`config.mk`:
```
export PLATFORM = sky130hd
export DESIGN_NAME = i2cRegTop
export DESIGN_NICKNAME = d
export VERILOG_FILES = /design/src/rtl/i2cRegPkg.sv /design/src/rtl/i2cRegCtrl.sv /design/src/rtl/i2cRegData.sv /design/src/rtl/i2cRegTop.sv
export SDC_FILE = /design/constraint.sdc
export NUM_CORES = 1
export LEC_CHECK = 0
export ABC_AREA = 1
export CAP_MARGIN = 20
export CORE_UTILIZATION = 35
export DETAILED_ROUTE_END_ITERATION = 10
export DONT_BUFFER_PORTS = 1
export HOLD_SLACK_MARGIN = 0.02
export PLACE_DENSITY = 0.46
export SLEW_MARGIN = 10
export SYNTH_ARGS = -nofsm -noshare
export SYNTH_HDL_FRONTEND = slang
export SYNTH_SLANG_ARGS = --single-unit
```
`constraint.sdc`:
```
create_clock -name clk -period 1.3 [get_ports clk]
set_input_delay 0.065 -clock clk [delete_from_list [all_inputs] [get_ports clk]]
set_output_delay 0.065 -clock clk [all_outputs]
set_load 0.03 [all_outputs]
```
`src/rtl/i2cRegPkg.sv`:
```
package i2cRegPkg;
  localparam int DATA_W = 8;
  localparam int DIV_W = 7;
  localparam logic [1:0] ADDR_CC = 2'd0;
  localparam logic [1:0] ADDR_DR = 2'd1;

  typedef struct packed {
    logic wrCc;
    logic wrData;
    logic rdData;
    logic rxCapture;
  } ctrlStrobes_t;
endpackage

```
`src/rtl/i2cRegCtrl.sv`:
```
module i2cRegCtrl
  import i2cRegPkg::*;
(
  input  logic clk,
  input  logic rstN,
  input  logic enable,
  input  logic gcEnable,
  input  logic rxMode,
  input  logic regWrEn,
  input  logic regRdEn,
  input  logic [1:0] regAddr,
  input  logic engAddrValid,
  input  logic [DATA_W-1:0] engAddr,
  input  logic engRxValid,
  input  logic engStop,
  output ctrlStrobes_t strobes,
  output logic txStart,
  output logic sclHold,
  output logic gcAck,
  output logic gcFlag,
  output logic engAbort
);
  localparam logic [DATA_W-1:0] GC_ADDR = '0;

  logic byteWaiting;
  logic enPrev;
  logic gcHit;
  logic clearAll;

  assign clearAll = !enable || engStop;
  assign gcHit = engAddrValid && (engAddr == GC_ADDR) && gcEnable && enable;

  always_comb begin
    strobes.wrCc      = regWrEn && (regAddr == ADDR_CC);
    strobes.wrData    = regWrEn && (regAddr == ADDR_DR);
    strobes.rdData    = regRdEn && (regAddr == ADDR_DR);
    strobes.rxCapture = engRxValid && enable && rxMode && !byteWaiting;
  end

  always_ff @(posedge clk) begin
    if (!rstN) begin
      byteWaiting <= 1'b0;
      gcFlag      <= 1'b0;
      txStart     <= 1'b0;
      enPrev      <= 1'b0;
    end else begin
      enPrev  <= enable;
      txStart <= strobes.wrData && enable && !rxMode;
      if (clearAll) byteWaiting <= 1'b0;
      else if (strobes.rxCapture) byteWaiting <= 1'b1;
      else if (strobes.rdData) byteWaiting <= 1'b0;
      if (clearAll) gcFlag <= 1'b0;
      else if (gcHit) gcFlag <= 1'b1;
    end
  end

  assign sclHold  = byteWaiting;
  assign gcAck    = gcHit;
  assign engAbort = enPrev && !enable;

  p_tx_start_r5: assert property (@(posedge clk) disable iff (!rstN)
    (regWrEn && regAddr == ADDR_DR && enable && !rxMode) |=> txStart);
  p_hold_release_r7: assert property (@(posedge clk) disable iff (!rstN)
    (regRdEn && regAddr == ADDR_DR) |=> !sclHold);
  p_gc_clear_r10: assert property (@(posedge clk) disable iff (!rstN)
    (engStop || !enable) |=> (!gcFlag && !sclHold));
  p_gc_set_r9: assert property (@(posedge clk) disable iff (!rstN)
    (gcAck && !engStop) |=> gcFlag);
endmodule

```
`src/rtl/i2cRegData.sv`:
```
module i2cRegData
  import i2cRegPkg::*;
#(
  parameter int FAST_OFS = 2,
  parameter int STD_OFS = 8,
  parameter int HP_W = DIV_W + 2
) (
  input  logic clk,
  input  logic rstN,
  input  logic enable,
  input  ctrlStrobes_t strobes,
  input  logic [1:0] regAddr,
  input  logic [DATA_W-1:0] regWrData,
  input  logic [DATA_W-1:0] engRxByte,
  output logic [DATA_W-1:0] regRdData,
  output logic [HP_W-1:0] halfPeriod,
  output logic fastMode,
  output logic [DATA_W-1:0] txByte
);
  logic fastQ;
  logic [DIV_W-1:0] divQ;
  logic [DATA_W-1:0] dataQ;
  logic [HP_W-1:0] divEff;

  always_ff @(posedge clk) begin
    if (!rstN) begin
      fastQ <= 1'b0;
      divQ  <= '0;
      dataQ <= '0;
    end else begin
      if (strobes.wrCc) fastQ <= regWrData[DATA_W-1];
      if (!enable) divQ <= '0;
      else if (strobes.wrCc) divQ <= regWrData[DIV_W-1:0];
      if (strobes.wrData) dataQ <= regWrData;
      else if (strobes.rxCapture) dataQ <= engRxByte;
    end
  end

  always_comb begin
    divEff = (divQ == '0) ? HP_W'(1) : HP_W'(divQ);
    halfPeriod = divEff + (fastQ ? HP_W'(FAST_OFS) : HP_W'(STD_OFS));
    case (regAddr)
      ADDR_CC: regRdData = {fastQ, divQ};
      ADDR_DR: regRdData = dataQ;
      default: regRdData = '0;
    endcase
  end

  assign fastMode = fastQ;
  assign txByte = dataQ;

  p_div_clear_r2: assert property (@(posedge clk) disable iff (!rstN)
    !enable |=> (divQ == '0));
  p_fast_keep_r2: assert property (@(posedge clk) disable iff (!rstN)
    !strobes.wrCc |=> $stable(fastQ));
  p_dr_write_r4: assert property (@(posedge clk) disable iff (!rstN)
    strobes.wrData |=> (dataQ == $past(regWrData)));
  p_hp_floor_r3: assert property (@(posedge clk) disable iff (!rstN)
    halfPeriod > HP_W'(0));
endmodule

```
`src/rtl/i2cRegTop.sv`:
```
module i2cRegTop
  import i2cRegPkg::*;
#(
  parameter int FAST_OFS = 2,
  parameter int STD_OFS = 8,
  localparam int HP_W = DIV_W + 2
) (
  input  logic clk,
  input  logic rstN,
  input  logic enable,
  input  logic gcEnable,
  input  logic rxMode,
  input  logic regWrEn,
  input  logic regRdEn,
  input  logic [1:0] regAddr,
  input  logic [7:0] regWrData,
  output logic [7:0] regRdData,
  input  logic engAddrValid,
  input  logic [7:0] engAddr,
  input  logic engRxValid,
  input  logic [7:0] engRxByte,
  input  logic engStop,
  output logic [HP_W-1:0] halfPeriod,
  output logic fastMode,
  output logic txStart,
  output logic [7:0] txByte,
  output logic sclHold,
  output logic gcAck,
  output logic gcFlag,
  output logic engAbort
);
  ctrlStrobes_t strobes;

  i2cRegCtrl uCtrl (
    .clk(clk), .rstN(rstN), .enable(enable), .gcEnable(gcEnable),
    .rxMode(rxMode), .regWrEn(regWrEn), .regRdEn(regRdEn), .regAddr(regAddr),
    .engAddrValid(engAddrValid), .engAddr(engAddr), .engRxValid(engRxValid),
    .engStop(engStop), .strobes(strobes), .txStart(txStart), .sclHold(sclHold),
    .gcAck(gcAck), .gcFlag(gcFlag), .engAbort(engAbort)
  );

  i2cRegData #(.FAST_OFS(FAST_OFS), .STD_OFS(STD_OFS), .HP_W(HP_W)) uData (
    .clk(clk), .rstN(rstN), .enable(enable), .strobes(strobes),
    .regAddr(regAddr), .regWrData(regWrData), .engRxByte(engRxByte),
    .regRdData(regRdData), .halfPeriod(halfPeriod), .fastMode(fastMode),
    .txByte(txByte)
  );
endmodule

```
After elaboration in Yosys (flattened, before gate mapping). Index checks and enable logic that the tools add are counted.

Add/subtract/negate cells: 1. Equality and inequality tests: 1. Multiplexer cells: 7. Bitwise logic cells: 1. Reduce and logical (&&, ||, !) cells: 23.

Operator list (count): 2-to-1 mux 8 bit (2); one-hot mux 8 bit (2 select lines) (1); logical AND 1 bit (12); adder 9 bit (1); logical NOT 8 bit (1); logical NOT 7 bit (1); 2-to-1 mux 7 bit (1); 2-to-1 mux 4 bit (1); nonzero test 2 bit (2); logical NOT 1 bit (3); equality test 2 x 1 -> 1 bit, second input constant (1); logical NOT 2 bit (1); 2-to-1 mux 1 bit (2); AND reduction 2 bit (1); OR reduction 2 bit (1); logical OR 1 bit (1); inverter 1 bit (1).

Register bits after elaboration: 20. Bits of input ports: 36. Output and inout bits: 31. Logic and storage cells: 40.

Depth between registers and ports, before layout. Gate-level depths: netlist of the first run.

Word-level depth: 5. Gate-level depth with buffers: 7. Mapped depth without buffers: 6.

By module. A second synthesis of the first run with hierarchy kept.

Cell total of the unflattened synthesis: 186. Area, all modules: 1203.7 um^2.

By module, submodules not included: i2cRegData (instances 1, cells an instance 142, area each 950.9 um^2, seq. area each 320.3 um^2); i2cRegCtrl (instances 1, cells an instance 44, area each 252.7 um^2, seq. area each 80.1 um^2).

Worst setup path before layout of the first run. Ideal clock, no wire load.

Path type: reg-to-output. Start point: register uData.fastQ, in the netlist uData.fastMode. End point: output port halfPeriod[7]. Arrival: 1.781 ns. Required time: 1.235 ns. Slack: -0.546 ns. Stages on the path, launching flop included: 7. Buffers on the path: 0. Path through: dfxtp_1 -> inv_1 -> ha_1 -> nand2_1 -> nand2_1 -> nand2_1 -> nor3_1.

Cells in the longest elaborated chain, start to end: 2.

Ends and longest elaborated chain: start: declaration (line i2cRegData.sv:20) `logic fastQ;`; start signal: assignment (line i2cRegData.sv:31) `if (strobes.wrCc) fastQ <= regWrData[DATA_W-1];`; 2-to-1 mux 4 bit (line i2cRegData.sv:41) `halfPeriod = divEff + (fastQ ? HP_W'(FAST_OFS) : HP_W'(STD_OFS));`; adder 9 bit (line i2cRegData.sv:41); end: declaration (line i2cRegTop.sv:23) `output logic [HP_W-1:0] halfPeriod,`.

Every way passes these cells.

Worst setup path after layout of the first run.
Start point: register uData.fastQ, in the netlist uData.fastMode. End point: output port halfPeriod[6].

The elaborated chain is that of the path after synthesis.

==> results.sh, run 1 <==
export IMPL_outcome="finished, violations left"
export IMPL_violations="setup timing"
export IMPL_gr_total_overflow=0
export IMPL_layout_drive_gt1_share_pct=32.07
export IMPL_ys_async_sr_fraction_pct=0
export IMPL_io_buffers=0
export IMPL_grt_pass1_vias=1262
export IMPL_dp_slack_ns=-0.007150
export IMPL_ys_top_cells_by_area="dfxtp_1, inv_1, nor2_1, nand2_1, nand3_1"
export IMPL_hpwlAfterDp_mm=2.520
export IMPL_cp_data_arrival_time_ns=1.54
export IMPL_initial_utilization_pct=37.90
export IMPL_path_clk_slew_ns=0.12
export IMPL_finalWorstSetupSlack_ns=-0.3079
export IMPL_dr_total_vias=1372
export IMPL_synth_edf_count=0
export IMPL_path_class="flip-flop to primary output"
export IMPL_gp_congestion=0.7749
export IMPL_chipWidth_um=60.43
export IMPL_start_kind="flip-flop"
export IMPL_seqPwrFrac_pct=45.1
export IMPL_yosysWarnings=0
export IMPL_critPathMaxFanout=3
export IMPL_drc=0
export IMPL_area_delta_synth_final_pct=65.45
export IMPL_antenna_found_initial=0
export IMPL_synthFlopType="dfxtp_1"
export IMPL_layout_common_cells="buf_4, nor2_1, dlygate4sd3_1, inv_1, nand2_1"
export IMPL_max_cap_viol_count=0
export IMPL_grt_first_pass_wirelength_mm=5.568
export IMPL_grt_max_degree=19
export IMPL_cts_root_buf="clkbuf_4"
export IMPL_p_int_w=0.0009893
export IMPL_rows=20
export IMPL_reg2reg_from="uCtrl.sclHold$_SDFFE_PP0P_"
export IMPL_cp_startpoint="uData.fastMode$_SDFFE_PN0P_"
export IMPL_syn_area_sq_um=1195
export IMPL_clock_sinks=20
export IMPL_syn_area_per_cell_sq_um=6.713
export IMPL_grt_util_all_layers_pct=20.52
export IMPL_clk_latency_ns=0.31
export IMPL_pin_count=67
export IMPL_n_antenna_cell=0
export IMPL_required_ns=1.24
export IMPL_netlist_cell_type_count=24
export IMPL_drtIter0Drc=58
export IMPL_sw_frac_of_total_pct=31.97
export IMPL_core_area_sq_um=3153
export IMPL_setup_violations_final=6
export IMPL_num_nets_final=277
export IMPL_p_per_area_nw_per_um2=735.7
export IMPL_rsz0062_at_grt="true"
export IMPL_fin_tns_setup_ns=-1.453
export IMPL_hp_class="input pin to flip-flop"
export IMPL_via_per_inst=4.883
export IMPL_syn_inst=178
export IMPL_synth_top_cell_by_area="dfxtp_1"
export IMPL_placedCellCount=245
export IMPL_synth_nets=217
export IMPL_final_max_slew_viol_count=0
export IMPL_fmax_mhz=621.9
export IMPL_skew_ns=0.003457
export IMPL_htree_levels=1
export IMPL_fillers=293
export IMPL_die_h_um=60.43
export IMPL_min_period_over_period_pct=123.7
export IMPL_hold_viol_final=0
export IMPL_power_total_w=0.001454
export IMPL_cts_tree="done"
export IMPL_drtPass1Iterations=4
export IMPL_pwr_share_clk_pct=25.7
export IMPL_p_sw_w=0.0004650
export IMPL_synth_seq_cells=20
export IMPL_die_area_sq_um=3652
export IMPL_holdWs_ns=0.02242
export IMPL_netlist_area_leader_share_pct=33.51
export IMPL_vdd_ir_drop_max_uv=408.4
export IMPL_detail_route_antenna_nets=0
export IMPL_finalCriticalPeriod_ns=1.608
export IMPL_drt_total_wl_mm=3.678
export IMPL_cts_buffer_depth=2
export IMPL_hold_start="regWrData[1]"
export IMPL_ys_seq_area_share_pct=33.51
export IMPL_layout_commonest_cell="buf_4"
export IMPL_power_frac_comb_pct=29.3
export IMPL_wl_per_cell_um=13.09
export IMPL_end_kind="primary output"
export IMPL_cts_buffers=3
export IMPL_fin_cells=281
export IMPL_power_leakage_nw=0.9106
-- metrics by stage --
stage / utilization (%) / cell area [sq um]
4_1_cts: 61.35 / 1934
6_report: 62.70 / 1977
5_1_grt: 62.70 / 1977
3_5_place_dp: 48.61 / 1533
3_3_place_gp: 48.61 / 1533
2_1_floorplan: - / 1292
-- metal layers --
| metal | routed length [um] | track usage [%] | part of all wire [%] |
|---|---|---|---|
| met5 | 0 | 0 | 0 |
| met4 | 110 | 9.091 | 3.0 |
| met3 | 194 | 2.345 | 5.3 |
| met2 | 1811 | 36.42 | 49 |
| met1 | 1562 | 24.90 | 42 |
-- worst max-delay path, cell delays in order, from the launching register on --
cell and delay [ns]:
dfxtp_4 0.38, inv_2 0.05, ha_4 0.28, nand3_4 0.09, a21oi_4 0.15, xor2_2 0.15
buf_6 0.14
-- power groups by stage --
stage	Clock [W]	Combinational, W	Sequential (W)
global placement	0	0.000326	0.000669
finish	0.000373	0.000426	0.000655
global route	0.000401	0.000462	0.000658
floorplan	0	0.000202	0.000713
detailed placement	0	0.000329	0.000671
CTS	0.000380	0.000409	0.000655
-- what timing repair did --
action / CTS / global route
pin swaps: 5 / 4
endpoints found under the setup margin: 7 / 10
gates resized for setup: 22 / 8
buffers inserted: 4 / 1
hold buffers: 27 / 2
hold endpoints to repair: 19 / 1
-- Yosys cell counts (2+ instances only) --
cell      number
a21oi_1       10
buf_6          3
clkbuf_1       3
dfxtp_1       20
ha_1           3
inv_1         32
nand2_1       25
nand3_1       11
nand4_1        2
nor2_1        30
nor3_1        10
o21ai_0        8
o22ai_1        7
xor2_1         4
-- cells by family after synthesis --
| kind of cell | count (synthesis) | share of synthesized area (%) |
|---|---|---|
| adder cells (fa/ha/maj) | 3 | 3.142 |
| flip-flops | 20 | 33.51 |
| XOR/XNOR | 4 | 2.932 |
| other | 1 | 0.3138 |
| AND/OR/NAND/NOR | 85 | 33.82 |
| AO/OA/AOI/OAI | 26 | 11.83 |
| buffers and inverters | 39 | 14.45 |
-- area by class of cell --
class	count	area [sq um]	share of cell area, %
multi-input combinational	119	790.8	40.00
sequential	20	416.7	21.08
tap	44	55.05	2.785
inverter	32	125.1	6.329
timing repair buffer	62	553.0	27.97
clock buffer	4	36.28	1.835
-- state kept, by name (all words and copies together), names as in the netlist --
register,flops
uData.txByte,8
uCtrl.gcFlag,1
uData.fastMode,1
uCtrl.enPrev,1
uCtrl.txStart,1
uCtrl.sclHold,1
uData.divQ,7
-- worst paths after layout --
check	slack (ns)	depth (start not counted)	to
max	-0.31	6	halfPeriod[6]
min	0.02	4	uData.txByte[1]$_SDFFE_PN0P_
max reg2reg	0.25	4	uData.txByte[5]$_SDFFE_PN0P_
min reg2reg	0.48	2	uCtrl.gcFlag$_SDFFE_PP0P_
(Power assumes the default switching activity.)
==> inputs of run 2 (changes only) <==
--- a/config.mk
+++ b/config.mk
@@ -7,11 +7,11 @@
 export LEC_CHECK = 0
 export ABC_AREA = 1
 export CAP_MARGIN = 20
-export CORE_UTILIZATION = 35
+export CORE_UTILIZATION = 51
 export DETAILED_ROUTE_END_ITERATION = 10
 export DONT_BUFFER_PORTS = 1
-export HOLD_SLACK_MARGIN = 0.02
-export PLACE_DENSITY = 0.46
+export HOLD_SLACK_MARGIN = 0.03
+export PLACE_DENSITY = 0.63
 export SLEW_MARGIN = 10
 export SYNTH_ARGS = -nofsm -noshare
 export SYNTH_HDL_FRONTEND = slang
==> results.sh, run 2 (synthesized netlist as in run 1, its figures left out) <==
export IMPL_end_kind="primary output"
export IMPL_power_frac_comb_pct=31.5
export IMPL_hp_class="input pin to flip-flop"
export IMPL_p_int_w=0.001004
export IMPL_path_buf_inv=1
export IMPL_hold_viol_final=0
export IMPL_design_area_sq_um=2081
export IMPL_finalWorstSetupSlack_ns=-0.4333
export IMPL_io_buffers=0
export IMPL_vdd_ir_drop_max_uv=922.8
export IMPL_n_antenna_cell=0
export IMPL_pwr_share_clk_pct=26.0
export IMPL_power_total_w=0.001553
export IMPL_fmax_mhz=576.9
export IMPL_hpwlAfterDp_mm=2.307
export IMPL_clk_latency_ns=0.33
export IMPL_max_stage_delay_ns=0.39
export IMPL_path_class="flip-flop to primary output"
export IMPL_start_kind="flip-flop"
export IMPL_grt_pass1_vias=1447
export IMPL_seqPwrFrac_pct=42.5
export IMPL_fin_tns_setup_ns=-1.941
export IMPL_cts_buffers=3
export IMPL_reg2reg_from="uData.divQ[4]$_SDFFE_PN0P_"
export IMPL_antenna_found_initial=0
export IMPL_drtPass1Iterations=5
export IMPL_clock_sinks=20
export IMPL_setup_violations_final=7
export IMPL_layout_drive_gt1_share_pct=31.30
export IMPL_worstHoldEndpoint="uCtrl.enPrev$_SDFF_PN0_"
export IMPL_skew_ns=0.003182
export IMPL_detail_route_antenna_nets=0
export IMPL_largest_reg_flops=8
export IMPL_initial_utilization_pct=54.02
export IMPL_final_core_util_pct=94.06
export IMPL_sw_frac_of_total_pct=35.37
export IMPL_min_period_over_period_pct=133.3
export IMPL_holdWs_ns=0.07388
export IMPL_p_sw_w=0.0005493
export IMPL_gr_total_overflow=0
export IMPL_area_delta_synth_final_pct=74.14
export IMPL_core_area_sq_um=2212
export IMPL_crit_chain="ha_4 -> ha_4 -> nand2_2 -> nand2_2 -> nand2_4 -> buf_12 -> xor2_4"
export IMPL_num_nets_final=286
export IMPL_dpl_cell_area_sq_um=1513
export IMPL_min_delay_path_depth=2
export IMPL_die_area_sq_um=2541
export IMPL_drc=0
export IMPL_final_max_slew_viol_count=0
export IMPL_hold_start="enable"
export IMPL_grt_util_all_layers_pct=34.50
export IMPL_drt_total_wl_mm=5.936
export IMPL_rows=17
export IMPL_drtIter0Drc=180
export IMPL_required_ns=1.24
export IMPL_cp_top_family="flip-flops"
export IMPL_htree_levels=1
export IMPL_wl_per_cell_um=21.66
export IMPL_fillers=77
export IMPL_gp_congestion=0.8504
export IMPL_chipWidth_um=50.41
export IMPL_cts_tree="done"
export IMPL_cts_buffer_depth=2
export IMPL_layout_commonest_cell="dlygate4sd3_1"
export IMPL_rsz0062_at_grt="true"
export IMPL_critPathMaxFanout=3
export IMPL_layout_common_cells="dlygate4sd3_1, buf_4, nor2_1, inv_1, nand2_1"
export IMPL_crit_path_top_delay_cell="dfxtp_4"
export IMPL_reg2reg_to="uData.divQ[4]$_SDFFE_PN0P_"
export IMPL_reg2reg_depth=3
export IMPL_finalCriticalPeriod_ns=1.733
export IMPL_violations="setup timing"
export IMPL_rrSetupSlack_ns=0.05
export IMPL_outcome="finished, violations left"
export IMPL_cp_data_arrival_time_ns=1.67
export IMPL_p_per_area_nw_per_um2=746.5
export IMPL_path_clk_slew_ns=0.13
export IMPL_dr_total_vias=1717
export IMPL_grt_first_pass_wirelength_mm=6.506
export IMPL_power_leakage_nw=0.9867
export IMPL_die_h_um=50.41
export IMPL_pin_count=67
export IMPL_grt_max_degree=19
export IMPL_via_per_inst=6.266
export IMPL_cts_root_buf="clkbuf_4"
export IMPL_max_cap_viol_count=0
==> run 2: per-layer routing <==
layer | global-route usage, % | wire length, um
met5 | 0 | 0
met4 | 19.44 | 515
met3 | 3.333 | 643
met2 | 64.00 | 2846
met1 | 37.71 | 1931
==> run 2: worst max-delay path by stage <==
stage | cells after the start | to | slack [ns] | from
after detailed placement | 6 | halfPeriod[6] | -0.05 | uData.fastMode$_SDFFE_PN0P_
after floorplan | 5 | halfPeriod[6] | -0.1 | uData.fastMode$_SDFFE_PN0P_
after CTS | 6 | halfPeriod[6] | -0.34 | uData.fastMode$_SDFFE_PN0P_
final | 7 | halfPeriod[5] | -0.43 | uData.fastMode$_SDFFE_PN0P_
after global routing | 7 | halfPeriod[5] | -0.46 | uData.fastMode$_SDFFE_PN0P_
after global placement | 6 | halfPeriod[6] | 0.01 | uData.fastMode$_SDFFE_PN0P_
==> run 2: layout make-up <==
| class | instances | area (sq um) | area share, % |
|---|---|---|---|
| clock buffer | 4 | 36.28 | 1.744 |
| inverter | 32 | 127.6 | 6.133 |
| sequential | 20 | 419.2 | 20.14 |
| multi-input combinational | 119 | 799.5 | 38.42 |
| tap | 28 | 35.03 | 1.684 |
| timing repair buffer | 71 | 663.1 | 31.87 |
==> run 2: worst register-to-register path, stage by stage, from the launching register on <==
cell and delay [ns]:
dfxtp_2 0.39, inv_2 0.07, a21oi_1 0.16, dlygate4sd3_1 0.57
==> run 2: what timing repair did <==
item / in CTS / in global routing
pin swaps: 8 / 10
setup endpoints to repair: 7 / 13
hold endpoints to repair: 19 / 1
setup buffers: 3 / 4
resized for setup: 17 / 21
hold buffers: 35 / 2
==> run 2: through the flow <==
| stage | worst slack (ns) | cells |
|---|---|---|
| 2_1_floorplan | -0.09862 | 178 |
| 3_3_place_gp | 0.01499 | 229 |
| 3_5_place_dp | -0.05129 | 229 |
| 4_1_cts | -0.3380 | 271 |
| 5_1_grt | -0.4649 | 274 |
| 6_report | -0.4333 | 274 |
==> run 2: power groups by stage <==
stage          combinational (W)  sequential [W]  clock, W
2_1_floorplan           0.000202        0.000713         0
3_3_place_gp            0.000322        0.000669         0
3_5_place_dp            0.000327        0.000670         0
4_1_cts                 0.000413        0.000653  0.000375
5_1_grt                 0.000509        0.000660  0.000412
6_report                0.000490        0.000660  0.000404
